`src/rtl/ring_sequencer.sv`:
```
module ring_sequencer (
  input  logic        clk,
  input  logic        clr,
  input  logic [3:0]  opcode,
  output logic [11:0] ctrl,
  output logic        halted
);
  localparam int NSTATE = 6;

  localparam logic [3:0] OP_LOAD = 4'b0000;
  localparam logic [3:0] OP_ADD  = 4'b0001;
  localparam logic [3:0] OP_SUB  = 4'b0010;
  localparam logic [3:0] OP_OUT  = 4'b1110;
  localparam logic [3:0] OP_HALT = 4'b1111;

  localparam int B_INC  = 11;
  localparam int B_PCEN = 10;
  localparam int B_MAR  = 9;
  localparam int B_RAM  = 8;
  localparam int B_IRL  = 7;
  localparam int B_IRE  = 6;
  localparam int B_ACCL = 5;
  localparam int B_ACCE = 4;
  localparam int B_SUB  = 3;
  localparam int B_ALUE = 2;
  localparam int B_BL   = 1;
  localparam int B_OUTL = 0;

  localparam logic [11:0] IDLE = 12'h3E3;

  logic [NSTATE-1:0] ring;

  always_ff @(posedge clk or posedge clr) begin
    if (clr) begin
      ring   <= NSTATE'(1);
      halted <= 1'b0;
    end else if (!halted) begin
      if (ring[3] && opcode == OP_HALT) halted <= 1'b1;
      else ring <= {ring[NSTATE-2:0], ring[NSTATE-1]};
    end
  end

  always_comb begin
    ctrl = IDLE;
    if (!clr && !halted) begin
      if (ring[0]) begin
        ctrl[B_PCEN] = 1'b1;
        ctrl[B_MAR]  = 1'b0;
      end else if (ring[1]) begin
        ctrl[B_INC]  = 1'b1;
      end else if (ring[2]) begin
        ctrl[B_RAM]  = 1'b0;
        ctrl[B_IRL]  = 1'b0;
      end else if (ring[3]) begin
        if (opcode == OP_LOAD || opcode == OP_ADD || opcode == OP_SUB) begin
          ctrl[B_IRE] = 1'b0;
          ctrl[B_MAR] = 1'b0;
        end else if (opcode == OP_OUT) begin
          ctrl[B_ACCE] = 1'b1;
          ctrl[B_OUTL] = 1'b0;
        end
      end else if (ring[4]) begin
        if (opcode == OP_LOAD) begin
          ctrl[B_RAM]  = 1'b0;
          ctrl[B_ACCL] = 1'b0;
        end else if (opcode == OP_ADD || opcode == OP_SUB) begin
          ctrl[B_RAM] = 1'b0;
          ctrl[B_BL]  = 1'b0;
        end
      end else if (ring[5]) begin
        if (opcode == OP_ADD || opcode == OP_SUB) begin
          ctrl[B_ALUE] = 1'b1;
          ctrl[B_ACCL] = 1'b0;
          ctrl[B_SUB]  = (opcode == OP_SUB);
        end
      end
    end
  end
endmodule

```
`config.mk`:
```
export PLATFORM = sky130hd
export DESIGN_NAME = ring_sequencer
export DESIGN_NICKNAME = d
export VERILOG_FILES = /design/src/rtl/ring_sequencer.sv
export SDC_FILE = /design/constraint.sdc
export NUM_CORES = 1
export LEC_CHECK = 0
export BUFFER_PORTS_ARGS = -buffer_cell sky130_fd_sc_hd__clkbuf_2
export CAP_MARGIN = 20
export CORE_AREA = 2 2 39 41
export CTS_CLUSTER_DIAMETER = 150
export DETAILED_ROUTE_END_ITERATION = 16
export DIE_AREA = 0 0 41 43
export SLEW_MARGIN = 40
export SYNTH_ARGS = -nofsm -noshare
export SYNTH_HDL_FRONTEND = slang
export SYNTH_SLANG_ARGS = --single-unit
```
`constraint.sdc`:
```
create_clock -name clk -period 3.37 [get_ports clk]
set_input_delay 0 -clock clk [delete_from_list [all_inputs] [get_ports clk]]
set_output_delay 0 -clock clk [all_outputs]
set_load 0.1 [all_outputs]
```
==> insert_results.sql, run 1 <==
INSERT INTO impl_metrics (metric_group, metric, value, unit) VALUES
('cts', 'cts_made_buffers', '3', ''),
('grt', 'wire_length_of_the_first_global_routing_pass', '1483', 'um'),
('floorplan', 'dieWidth', '41', 'um'),
('sta', 'final_hold_viol_count', '0', ''),
('sta', 'fin_skew', '0.001901', 'ns'),
('place', 'port_buffers', '18', ''),
('cts', 'cts_buffer_depth', '2', ''),
('place', 'dpl.hpwl', '766.6', 'um'),
('cts', 'path_clk_slew', '0.05', 'ns'),
('routing', 'routed_via_density', '4.966', ''),
('cts', 'htreeDepth', '1', ''),
('sta', 'finalCriticalPeriod', '1.934', 'ns'),
('routing', 'met3RoutedLength', '65', 'um'),
('synth', 'syn_area', '464.2', 'um2'),
('critical_path', 'criticalPathCategory', 'reg -> out', ''),
('finish', 'design.final.nets', '79', ''),
('critical_path', 'worstPathMaxFanout', '6', ''),
('routing', 'drt_pass1_iterations', '2', ''),
('sta', 'finalSetupViolCount', '0', ''),
('critical_path', 'r2r_cells', '2', ''),
('power_and_ir_drop', 'cellPowerDensity', '900.6', 'nW/um2'),
('routing', 'post_route_met1_wirelength', '440', 'um'),
('synth', 'dominantRegCellSynth', 'sky130_fd_sc_hd__dfrtp_1', ''),
('routing', 'drt_drc_violations_left', '0', ''),
('synth', 'netlist.area_leader.share', '32.35', '%'),
('sta', 'setup-tns-final', '0', 'ns'),
('synth', 'asyncSetResetFlopFracSynth', '100.0', '%'),
('grt', 'grt_overflow', '0', ''),
('grt', 'number_of_global_route_vias_before_repair', '368', ''),
('floorplan', 'floorplan.die_area', '1763', 'um2'),
('sta', 'fin_ws', '1.436', 'ns'),
('sta', 'slew_headroom', '63.90', '%'),
('place', 'place_worst_setup_slack', '1.687', 'ns'),
('grt', 'globalRouteTotalUtil', '12.49', '%'),
('critical_path', 'startpoint_types', 'flop', ''),
('routing', 'routed-via-count', '437', ''),
('cts', 'clock_insertion_delay_worst_skew', '0.24', 'ns'),
('status', 'outcome', 'complete, no violations', ''),
('synth', 'synth_cells', '50', ''),
('finish', 'postLayoutCoreUtil', '44.57', '%'),
('floorplan', 'ios', '19', ''),
('floorplan', 'core_area', '1384', 'um2'),
('finish', 'filler_cell_count', '143', ''),
('synth', 'synth_cell_types', '25', ''),
('floorplan', 'fp-row-count', '14', ''),
('power_and_ir_drop', 'leakagePower', '0.2680', 'nW'),
('cts', 'post_cts_resize_count', '0', ''),
('place', 'place.gp.congestion', '0.6492', ''),
('synth', 'synth_top_cells_by_count', '6 x sky130_fd_sc_hd__dfrtp_1, 4 x sky130_fd_sc_hd__mux2_1, 4 x sky130_fd_sc_hd__nor2_1, 4 x sky130_fd_sc_hd__nor3_1', ''),
('synth', 'yosys.cell_count.top_type', 'sky130_fd_sc_hd__dfrtp_1', ''),
('routing', 'detail_route.wl_per_cell', '10.70', 'um'),
('floorplan', 'initial_util', '33.54', '%'),
('power_and_ir_drop', 'vdd_ir_drop_max', '417.8', 'uV'),
('finish', 'layout_cells_sized_above_1', '43.06', '%'),
('sta', 'worst_slew_pin_slew', '0.5439', 'ns'),
('synth', 'synth_enable_flop_cells', '0', ''),
('sta', 'fin_crit_sh', '57.39', '%'),
('routing', 'drt_iter0_markers', '5', ''),
('cts', 'cts_hold_buffers', '1', ''),
('synth', 'synthesized_net_count', '56', ''),
('routing', 'wirelength', '942', 'um'),
('critical_path', 'cp_data_arrival_time', '1.93', 'ns'),
('synth', 'ys_seq_area_share', '38.01', '%'),
('place', 'post-place-cells', '83', ''),
('finish', 'antenna-diode-count', '0', ''),
('cts', 'clock_sinks', '7', ''),
('cts', 'cts_setup_buffers', '0', ''),
('flow_run', 'drv_cap', '0', ''),
('cts', 'cts.root.buffer_cell', 'sky130_fd_sc_hd__clkbuf_4', ''),
('critical_path', 'crit_start', 'ring[1]', ''),
('grt', 'grt_start_max_net_pins', '12', '');
## layout by cell type (no fill, tap or decap), types with 2 or more instances in the layout
master,Yosys,layout
sky130_fd_sc_hd__and3_1,2,2
sky130_fd_sc_hd__clkbuf_2,0,18
sky130_fd_sc_hd__clkbuf_4,0,3
sky130_fd_sc_hd__dfrtp_1,6,6
sky130_fd_sc_hd__inv_1,2,2
sky130_fd_sc_hd__inv_2,3,3
sky130_fd_sc_hd__mux2_1,4,4
sky130_fd_sc_hd__nand2_1,3,3
sky130_fd_sc_hd__nand2b_1,2,2
sky130_fd_sc_hd__nand3_1,3,3
sky130_fd_sc_hd__nor2_1,4,4
sky130_fd_sc_hd__nor3_1,4,3
sky130_fd_sc_hd__o21ai_1,3,3
## flip-flops by register name, indices dropped and copies added, names as in the netlist
register,count
ring,6
halted,1
## cell type report
class | count | area, um2 | area share (%)
Clock buffer | 4 | 26.28 | 4.260
Inverter | 5 | 18.77 | 3.043
Multi-Input combinational cell | 37 | 275.3 | 44.62
Sequential cell | 7 | 176.4 | 28.60
Tap cell | 16 | 20.02 | 3.245
Timing Repair Buffer | 19 | 100.1 | 16.23
## routing by layer
metal / up-vias / global-route usage (%)
met5: - / 0
met1: 197 / 16.00
li1: 226 / -
met4: 0 / 10.00
met2: 12 / 17.81
met3: 2 / 1.571
## logic make-up after synthesis
| group | share of synthesized area [%] |
|---|---|
| AOI/OAI and AO/OA | 9.972 |
| xor gates and xnor gates | 1.887 |
| buffers and inverters | 5.121 |
| DFF | 38.01 |
| muxes | 9.703 |
| and+or+nand+nor | 35.31 |
## through the flow
| step | hold WS, ns | total power [mW] | cell area [um2] |
|---|---|---|---|
| 2_1_floorplan | -0.1973 | 0.4344 | 475.5 |
| 3_3_place_gp | 0.006402 | 0.4834 | 580.6 |
| 3_5_place_dp | 0.008251 | 0.4874 | 580.6 |
| 4_1_cts | 0.2900 | 0.5635 | 616.8 |
| 5_1_grt | 0.3357 | 0.5910 | 616.8 |
| 6_report | 0.2993 | 0.5555 | 616.8 |
## critical path, stage by stage (launching register included)
cell and delay, ns:
sky130_fd_sc_hd__dfrtp_1 0.43, sky130_fd_sc_hd__or4_4 0.58, sky130_fd_sc_hd__nor4_4 0.18, sky130_fd_sc_hd__clkbuf_2 0.50
## path summary, 6_finish.rpt
check	to	slack, ns
setup / recovery	ctrl[4]	1.44
hold / removal	ring[1]	0.30
setup reg to reg	ring[2]	2.05
hold reg to reg	ring[5]	0.52
max in group asynchronous	ring[0]	2.81
min in group clk	ring[3]	0.30
## power by group
| part | switching, mW | total (mW) | internal [mW] |
|---|---|---|---|
| registers | 0.0816 | 0.215 | 0.134 |
| logic | 0.190 | 0.269 | 0.0788 |
| clock network | 0.0263 | 0.0712 | 0.0449 |
| total | 0.298 | 0.556 | 0.257 |
(Power assumes the default switching activity.)
==> inputs of run 2 (changes only) <==
--- a/config.mk
+++ b/config.mk
@@ -5,6 +5,7 @@
 export SDC_FILE = /design/constraint.sdc
 export NUM_CORES = 1
 export LEC_CHECK = 0
+export ABC_AREA = 1
 export BUFFER_PORTS_ARGS = -buffer_cell sky130_fd_sc_hd__clkbuf_2
 export CAP_MARGIN = 20
 export CORE_AREA = 2 2 39 41
==> constraint.sdc (replaced) <==
create_clock -name clk -period 1.8 [get_ports clk]
set_input_delay 0 -clock clk [delete_from_list [all_inputs] [get_ports clk]]
set_output_delay 0 -clock clk [all_outputs]
set_load 0.1 [all_outputs]
==> insert_results.sql, run 2 <==
INSERT INTO impl_metrics (metric_group, metric, value, unit) VALUES
('power_and_ir_drop', 'leakagePower', '0.3256', 'nW'),
('sta', 'finalCriticalPeriod', '1.707', 'ns'),
('grt', 'wire_length_of_the_first_global_routing_pass', '1787', 'um'),
('grt', 'grt_antenna_before_repair', '0', ''),
('synth', 'asyncSetResetFlopFracSynth', '100.0', '%'),
('finish', 'final-instance-count-excl-fill', '109', ''),
('sta', 'fin_ws', '0.09258', 'ns'),
('finish', 'antenna-diode-count', '0', ''),
('status', 'outcome', 'complete, no violations', ''),
('synth', 'yosys.cell_count.top_type', 'sky130_fd_sc_hd__nand2_1', ''),
('floorplan', 'fp-row-count', '14', ''),
('critical_path', 'cp-end-kind', 'output pin', ''),
('finish', 'commonest_non_fill_non_tap_cells_in_the_layout', '16 x sky130_fd_sc_hd__nand2_1, 12 x sky130_fd_sc_hd__inv_1, 12 x sky130_fd_sc_hd__clkbuf_2, 9 x sky130_fd_sc_hd__nor2_1, 5 x sky130_fd_sc_hd__dfrtp_1', ''),
('finish', 'filler_cell_count', '150', ''),
('grt', 'grt_start_max_net_pins', '13', ''),
('finish', 'finish.instance_area', '689.4', 'um2'),
('place', 'post-place-cells', '104', ''),
('power_and_ir_drop', 'p_seq_share', '50.4', '%'),
('place', 'dpl-instance-area', '653.1', 'um2'),
('finish', 'area.sequential', '180.2', 'um2'),
('cts', 'htreeDepth', '1', ''),
('floorplan', 'initial_util', '35.17', '%'),
('critical_path', 'critical_path_buf_inv_count', '1', ''),
('critical_path', 'critical_path.max_stage_delay', '0.41', 'ns'),
('power_and_ir_drop', 'clockPowerShare', '42.3', '%'),
('sta', 'fin_skew', '0.001861', 'ns'),
('sta', 'slew_headroom', '64.17', '%'),
('grt', 'globalRouteTotalUtil', '14.85', '%'),
('synth', 'netlist.area_leader.share', '30.85', '%'),
('routing', 'routed-via-count', '515', ''),
('synth', 'synthesized_net_count', '77', ''),
('cts', 'path_clk_slew', '0.05', 'ns'),
('critical_path', 'timing.critical_path.mode_cell', 'sky130_fd_sc_hd__nand2_1', ''),
('sta', 'fin_crit_sh', '94.86', '%'),
('sta', 'final_hold_viol_count', '0', ''),
('synth', 'avg_cell_area_syn', '6.855', 'um2'),
('finish', 'multiInputGateArea', '275.3', 'um2'),
('power_and_ir_drop', 'cellPowerDensity', '454.2', 'nW/um2'),
('power_and_ir_drop', 'cellInternalPower', '0.2502', 'mW'),
('synth', 'ys_seq_area_share', '36.25', '%'),
('sta', 'finalSetupViolCount', '0', ''),
('flow_run', 'drv_cap', '0', ''),
('finish', 'design.final.nets', '100', ''),
('routing', 'drt_iter0_markers', '14', ''),
('critical_path', 'crit_path_required_time', '1.80', 'ns'),
('routing', 'wirelength', '1057', 'um'),
('synth', 'synth.top_cells.by_area', 'sky130_fd_sc_hd__dfrtp_1 31%, sky130_fd_sc_hd__nand2_1 12%, sky130_fd_sc_hd__inv_1 10%', ''),
('finish', 'postLayoutCoreUtil', '49.82', '%'),
('floorplan', 'core_area', '1384', 'um2'),
('routing', 'drt_drc_violations_left', '0', ''),
('critical_path', 'path_delay_family', 'simple AND/OR/NAND/NOR gates', ''),
('synth', 'synth_top_cells_by_count', '16 x sky130_fd_sc_hd__nand2_1, 13 x sky130_fd_sc_hd__inv_1, 12 x sky130_fd_sc_hd__nor2_1, 6 x sky130_fd_sc_hd__dfrtp_1, 5 x sky130_fd_sc_hd__nand3_1', ''),
('synth', 'ys_seq_elements', '7', ''),
('finish', 'final_common_cell', 'sky130_fd_sc_hd__nand2_1', ''),
('synth', 'synth_cells', '71', ''),
('sta', 'rsz0062_at_grt', 'false', ''),
('routing', 'drt.antenna.violating_nets', '0', ''),
('critical_path', 'cp_data_arrival_time', '1.71', 'ns'),
('critical_path', 'startpoint_types', 'flop', ''),
('finish', 'area_growth_syn_to_layout', '41.65', '%'),
('sta', 'setup-tns-final', '0', 'ns'),
('place', 'dpl.hpwl', '894', 'um'),
('finish', 'largest_reg_flops', '6', ''),
('grt', 'number_of_global_route_vias_before_repair', '467', ''),
('critical_path', 'criticalPathCategory', 'reg -> out', ''),
('place', 'port_buffers', '18', ''),
('critical_path', 'worstPathCellList', 'nor2_1 > nand2_1 > nor3_1 > nand2_1 > clkbuf_2', ''),
('power_and_ir_drop', 'netSwitchingPower', '0.06291', 'mW'),
('finish', 'layout_cells_sized_above_1', '43.01', '%'),
('synth', 'synth_largest_area_cell', 'sky130_fd_sc_hd__dfrtp_1', ''),
('finish', 'top_register', 'ring', ''),
('critical_path', 'worstPathMaxFanout', '4', ''),
('cts', 'tritoncts', 'built', ''),
('cts', 'cts_buffer_depth', '2', ''),
('critical_path', 'slowest_stage', 'sky130_fd_sc_hd__dfrtp_1', ''),
('power_and_ir_drop', 'share_comb_of_total_power', '7.3', '%'),
('worst_hold_path', 'hold_class', 'in -> async', ''),
('floorplan', 'floorplan.die_area', '1763', 'um2'),
('routing', 'routed_via_density', '4.725', ''),
('routing', 'drt_pass1_iterations', '4', ''),
('finish', 'top_regs', 'ring (6), halted (1)', ''),
('sta', 'worst_slew_pin_slew', '0.5398', 'ns'),
('routing', 'detail_route.wl_per_cell', '9.697', 'um'),
('cts', 'clock_sinks', '7', ''),
('sta', 'max_clock_freq', '585.7', 'MHz'),
('synth', 'syn_area', '486.7', 'um2'),
('synth', 'dominantRegCellSynth', 'sky130_fd_sc_hd__dfrtp_1', ''),
('cts', 'clock_insertion_delay_worst_skew', '0.24', 'ns'),
('sta', 'report.final.slew_viol_count', '0', ''),
('cts', 'cts.root.buffer_cell', 'sky130_fd_sc_hd__clkbuf_4', ''),
('floorplan', 'ios', '19', ''),
('power_and_ir_drop', 'vdd_ir_drop_max', '369.3', 'uV'),
('grt', 'grt_overflow', '0', ''),
('power_and_ir_drop', 'sw_frac_of_total', '20.09', '%'),
('sta', 'final.hold.worst_slack', '0.2532', 'ns'),
('floorplan', 'dieHeight', '43', 'um'),
('synth', 'synth_cell_types', '15', ''),
('cts', 'cts_made_buffers', '3', ''),
('synth', 'synth_enable_flop_cells', '0', ''),
('power_and_ir_drop', 'p_total', '0.3131', 'mW'),
('place', 'place.gp.congestion', '0.7305', ''),
('synth', 'synthesis.yosys.warnings', '0', ''),
('place', 'place_worst_setup_slack', '0.3422', 'ns'),
('floorplan', 'dieWidth', '41', 'um');
-- run 2: cell count changes after synthesis, sizes merged, moves of 3 or more --
cell	before	now
nor4	3	0
mux2	4	0
nand2	3	20
nor2	4	14
o21ai	3	6
inv	5	13
-- run 2: final timing paths --
check	startpoint	endpoint	slack (ns)	cells after the start
max in group asynchronous	clr	ring[0]	1.28	3
hold reg to reg	ring[0]	ring[0]	0.49	2
setup reg to reg	halted	ring[3]	0.76	4
setup / recovery	ring[1]	ctrl[6]	0.09	5
min in group clk	opcode[3]	halted	0.29	5
hold / removal	clr	halted	0.25	3
-- run 2: logic make-up (layout without fill, tap and decap cells) --
family,count (synthesis),after routing,share of synthesized area (%)
flops,7,7,36.25
buf+inv,14,36,14.14
compound gates,7,7,9.511
simple gates,43,43,40.10
-- run 2: power groups by stage --
stage / Clock, mW / Combinational, mW / Sequential (mW)
2_1_floorplan: 0 / 0.0105 / 0.160
3_3_place_gp: 0 / 0.0213 / 0.160
3_5_place_dp: 0 / 0.0214 / 0.160
4_1_cts: 0.142 / 0.0232 / 0.158
5_1_grt: 0.152 / 0.0255 / 0.158
6_report: 0.132 / 0.0227 / 0.158
-- run 2: routing by layer --
metal  share of wire (%)  routed length [um]  GRT usage (%)
met1                  43                 454          17.79
met2                  52                 552          23.44
met3                 4.7                  50          1.571
met4                   0                   0          10.00
met5                   0                   0              0
-- run 2: final cells by class --
type                       instances  area share, %
multi-input combinational         50          39.93
sequential                         7          26.13
timing repair buffer              19          19.60
inverter                          13          7.623
clock buffer                       4          3.811
tap                               16          2.904
-- run 2: repair_timing --
item,4_1_cts,5_1_grt
buffers inserted,0,0
resized for setup,0,2
hold endpoints to repair,7,0
setup endpoints to repair,0,2
hold buffers,1,0
-- run 2: worst reg2reg max path: stages, from the launching register on --
cell and delay [ns]:
sky130_fd_sc_hd__dfrtp_4 0.50, sky130_fd_sc_hd__inv_1 0.07, sky130_fd_sc_hd__nand2_2 0.17, sky130_fd_sc_hd__nand2_1 0.10
sky130_fd_sc_hd__o21ai_0 0.08
==> inputs of run 3 (changes only) <==
--- a/config.mk
+++ b/config.mk
@@ -6,12 +6,14 @@
 export NUM_CORES = 1
 export LEC_CHECK = 0
 export ABC_AREA = 1
-export BUFFER_PORTS_ARGS = -buffer_cell sky130_fd_sc_hd__clkbuf_2
 export CAP_MARGIN = 20
-export CORE_AREA = 2 2 39 41
+export CELL_PAD_IN_SITES_DETAIL_PLACEMENT = 1
+export CELL_PAD_IN_SITES_GLOBAL_PLACEMENT = 2
+export CORE_UTILIZATION = 26
 export CTS_CLUSTER_DIAMETER = 150
 export DETAILED_ROUTE_END_ITERATION = 16
-export DIE_AREA = 0 0 41 43
+export DONT_BUFFER_PORTS = 1
+export PLACE_DENSITY_LB_ADDON = 0.1
 export SLEW_MARGIN = 40
 export SYNTH_ARGS = -nofsm -noshare
 export SYNTH_HDL_FRONTEND = slang
==> constraint.sdc (replaced) <==
create_clock -name clk -period 1.5 [get_ports clk]
set_input_delay 0 -clock clk [delete_from_list [all_inputs] [get_ports clk]]
set_output_delay 0 -clock clk [all_outputs]
set_load 0.1 [all_outputs]
==> insert_results.sql, run 3 (synthesis results as in run 2) <==
INSERT INTO impl_metrics (metric_group, metric, value, unit) VALUES
('status', 'outcome', 'complete, no violations', ''),
('cts', 'cts.root.buffer_cell', 'sky130_fd_sc_hd__clkbuf_4', ''),
('cts', 'clock_insertion_delay_worst_skew', '0.24', 'ns'),
('power_and_ir_drop', 'share_comb_of_total_power', '5.4', '%'),
('critical_path', 'crit_path_required_time', '1.50', 'ns'),
('critical_path', 'worstPathMaxFanout', '3', ''),
('finish', 'antenna-diode-count', '0', ''),
('cts', 'clock_sinks', '7', ''),
('routing', 'detail_route.wl_per_cell', '11.01', 'um'),
('sta', 'fin_crit_sh', '99.40', '%'),
('finish', 'top_register', 'ring', ''),
('power_and_ir_drop', 'sw_frac_of_total', '20.23', '%'),
('power_and_ir_drop', 'p_total', '0.3713', 'mW'),
('routing', 'routed-via-count', '508', ''),
('sta', 'finalSetupViolCount', '0', ''),
('critical_path', 'cp-end-kind', 'output pin', ''),
('cts', 'htreeDepth', '1', ''),
('power_and_ir_drop', 'cellPowerDensity', '409.3', 'nW/um2'),
('power_and_ir_drop', 'p_seq_share', '51.0', '%'),
('finish', 'commonest_non_fill_non_tap_cells_in_the_layout', '10 x sky130_fd_sc_hd__nand2_1, 10 x sky130_fd_sc_hd__nand2_2, 10 x sky130_fd_sc_hd__buf_12, 9 x sky130_fd_sc_hd__inv_1, 6 x sky130_fd_sc_hd__nor2_1', ''),
('critical_path', 'criticalPathCategory', 'reg -> out', ''),
('sta', 'rsz0062_at_grt', 'true', ''),
('cts', 'tritoncts', 'built', ''),
('cts', 'cts_buffer_depth', '2', ''),
('grt', 'wire_length_of_the_first_global_routing_pass', '2221', 'um'),
('power_and_ir_drop', 'vdd_ir_drop_max', '337.2', 'uV'),
('routing', 'wirelength', '1277', 'um'),
('floorplan', 'core_area', '1745', 'um2'),
('grt', 'number_of_global_route_vias_before_repair', '508', ''),
('cts', 'path_clk_slew', '0.05', 'ns'),
('routing', 'drt_iter0_markers', '4', ''),
('finish', 'design.final.nets', '98', ''),
('critical_path', 'critical_path.max_stage_delay', '0.48', 'ns'),
('sta', 'final.hold.worst_slack', '0.1339', 'ns'),
('power_and_ir_drop', 'netSwitchingPower', '0.07511', 'mW'),
('place', 'dpl.hpwl', '1096', 'um'),
('floorplan', 'floorplan.die_area', '2049', 'um2'),
('finish', 'layout_cells_sized_above_1', '59.34', '%'),
('routing', 'routed_via_density', '4.379', ''),
('critical_path', 'setup.reg_to_reg.worst_slack', '0.20', 'ns'),
('floorplan', 'ios', '19', ''),
('sta', 'slew_headroom', '77.31', '%'),
('critical_path', 'startpoint_types', 'flop', ''),
('place', 'port_buffers', '0', ''),
('cts', 'cts_made_buffers', '3', ''),
('critical_path', 'cp_data_arrival_time', '1.49', 'ns'),
('sta', 'worst_slew_pin_slew', '0.3393', 'ns'),
('floorplan', 'dieHeight', '45.27', 'um'),
('place', 'place_worst_setup_slack', '0.1462', 'ns'),
('critical_path', 'critical_path_buf_inv_count', '2', ''),
('power_and_ir_drop', 'clockPowerShare', '43.6', '%'),
('grt', 'grt_start_max_net_pins', '13', ''),
('place', 'place.gp.congestion', '0.6844', ''),
('critical_path', 'slowest_stage', 'sky130_fd_sc_hd__dfrtp_4', ''),
('critical_path', 'crit_start', 'halted', ''),
('sta', 'max_clock_freq', '670.7', 'MHz'),
('routing', 'drt_pass1_iterations', '4', ''),
('sta', 'finalCriticalPeriod', '1.491', 'ns'),
('finish', 'top_regs', 'ring (6), halted (1)', ''),
('routing', 'drt.antenna.violating_nets', '0', ''),
('routing', 'drt_drc_violations_left', '0', ''),
('sta', 'final_hold_viol_count', '0', ''),
('sta', 'report.final.slew_viol_count', '0', ''),
('power_and_ir_drop', 'cellInternalPower', '0.2962', 'mW'),
('floorplan', 'fp-row-count', '15', ''),
('floorplan', 'initial_util', '27.89', '%'),
('flow_run', 'drv_cap', '0', ''),
('grt', 'grt_overflow', '0', ''),
('grt', 'grt_antenna_before_repair', '0', ''),
('sta', 'fin_ws', '0.009012', 'ns'),
('finish', 'area_growth_syn_to_layout', '86.38', '%'),
('worst_hold_path', 'hold_class', 'in -> async', ''),
('finish', 'largest_reg_flops', '6', ''),
('grt', 'globalRouteTotalUtil', '15.32', '%'),
('critical_path', 'path_delay_family', 'flip-flops', ''),
('critical_path', 'worstPathCellList', 'nor2_4 > nand3_2 > nor3_4 > buf_4 > buf_12', ''),
('power_and_ir_drop', 'leakagePower', '0.3804', 'nW'),
('critical_path', 'regToRegStartpoint', 'halted', ''),
('sta', 'fin_skew', '0.0006485', 'ns'),
('floorplan', 'dieWidth', '45.27', 'um');
==> run 3: repair_timing <==
action / CTS / global route
gates resized for setup: 13 / 5
endpoints found under the setup margin: 9 / 9
pin swaps: 2 / 1
setup buffers: 0 / 1
hold endpoints to repair: 7 / 0
hold buffers: 1 / 0
==> run 3: layer usage <==
metal | GRT usage, % | vias to the layer above | share of wire, %
met5 | 0 | - | 0
met4 | 7.273 | 0 | 0.86
met3 | 2.400 | 2 | 2.1
met2 | 24.93 | 9 | 56
met1 | 19.70 | 239 | 41
li1 | - | 258 | -
==> run 3: final timing paths <==
path                       cells past startpoint      end
min in group clk                               4   halted
max reg2reg                                    5  ring[3]
min reg2reg                                    2  ring[0]
max                                            5  ctrl[4]
max in group asynchronous                      2  ring[0]
min                                            2   halted
==> run 3: power by group through the flow <==
stage	Clock, mW	Combinational, mW	Sequential [mW]
3_5_place_dp	0	0.0170	0.192
3_3_place_gp	0	0.0173	0.192
2_1_floorplan	0	0.0137	0.192
6_report	0.162	0.0200	0.189
5_1_grt	0.177	0.0226	0.189
4_1_cts	0.169	0.0196	0.189
==> run 3: layout make-up <==
cell class / count / area (um2)
clock buffer: 4 / 26.28
tap: 25 / 31.28
fill: 212 / 838.3
sequential: 7 / 181.4
inverter: 13 / 56.30
timing repair buffer: 17 / 259.0
multi-input combinational: 50 / 352.8
==> run 3: per-stage QoR <==
step	std cells	utilization [%]	setup TNS, ns	instance area, um2
2_1_floorplan	71	-	-2.437	561.8
3_3_place_gp	110	46.09	0	804.5
3_5_place_dp	110	46.09	0	804.5
4_1_cts	115	50.32	-0.02366	878.3
5_1_grt	116	51.97	-0.6152	907.1
6_report	116	51.97	0	907.1
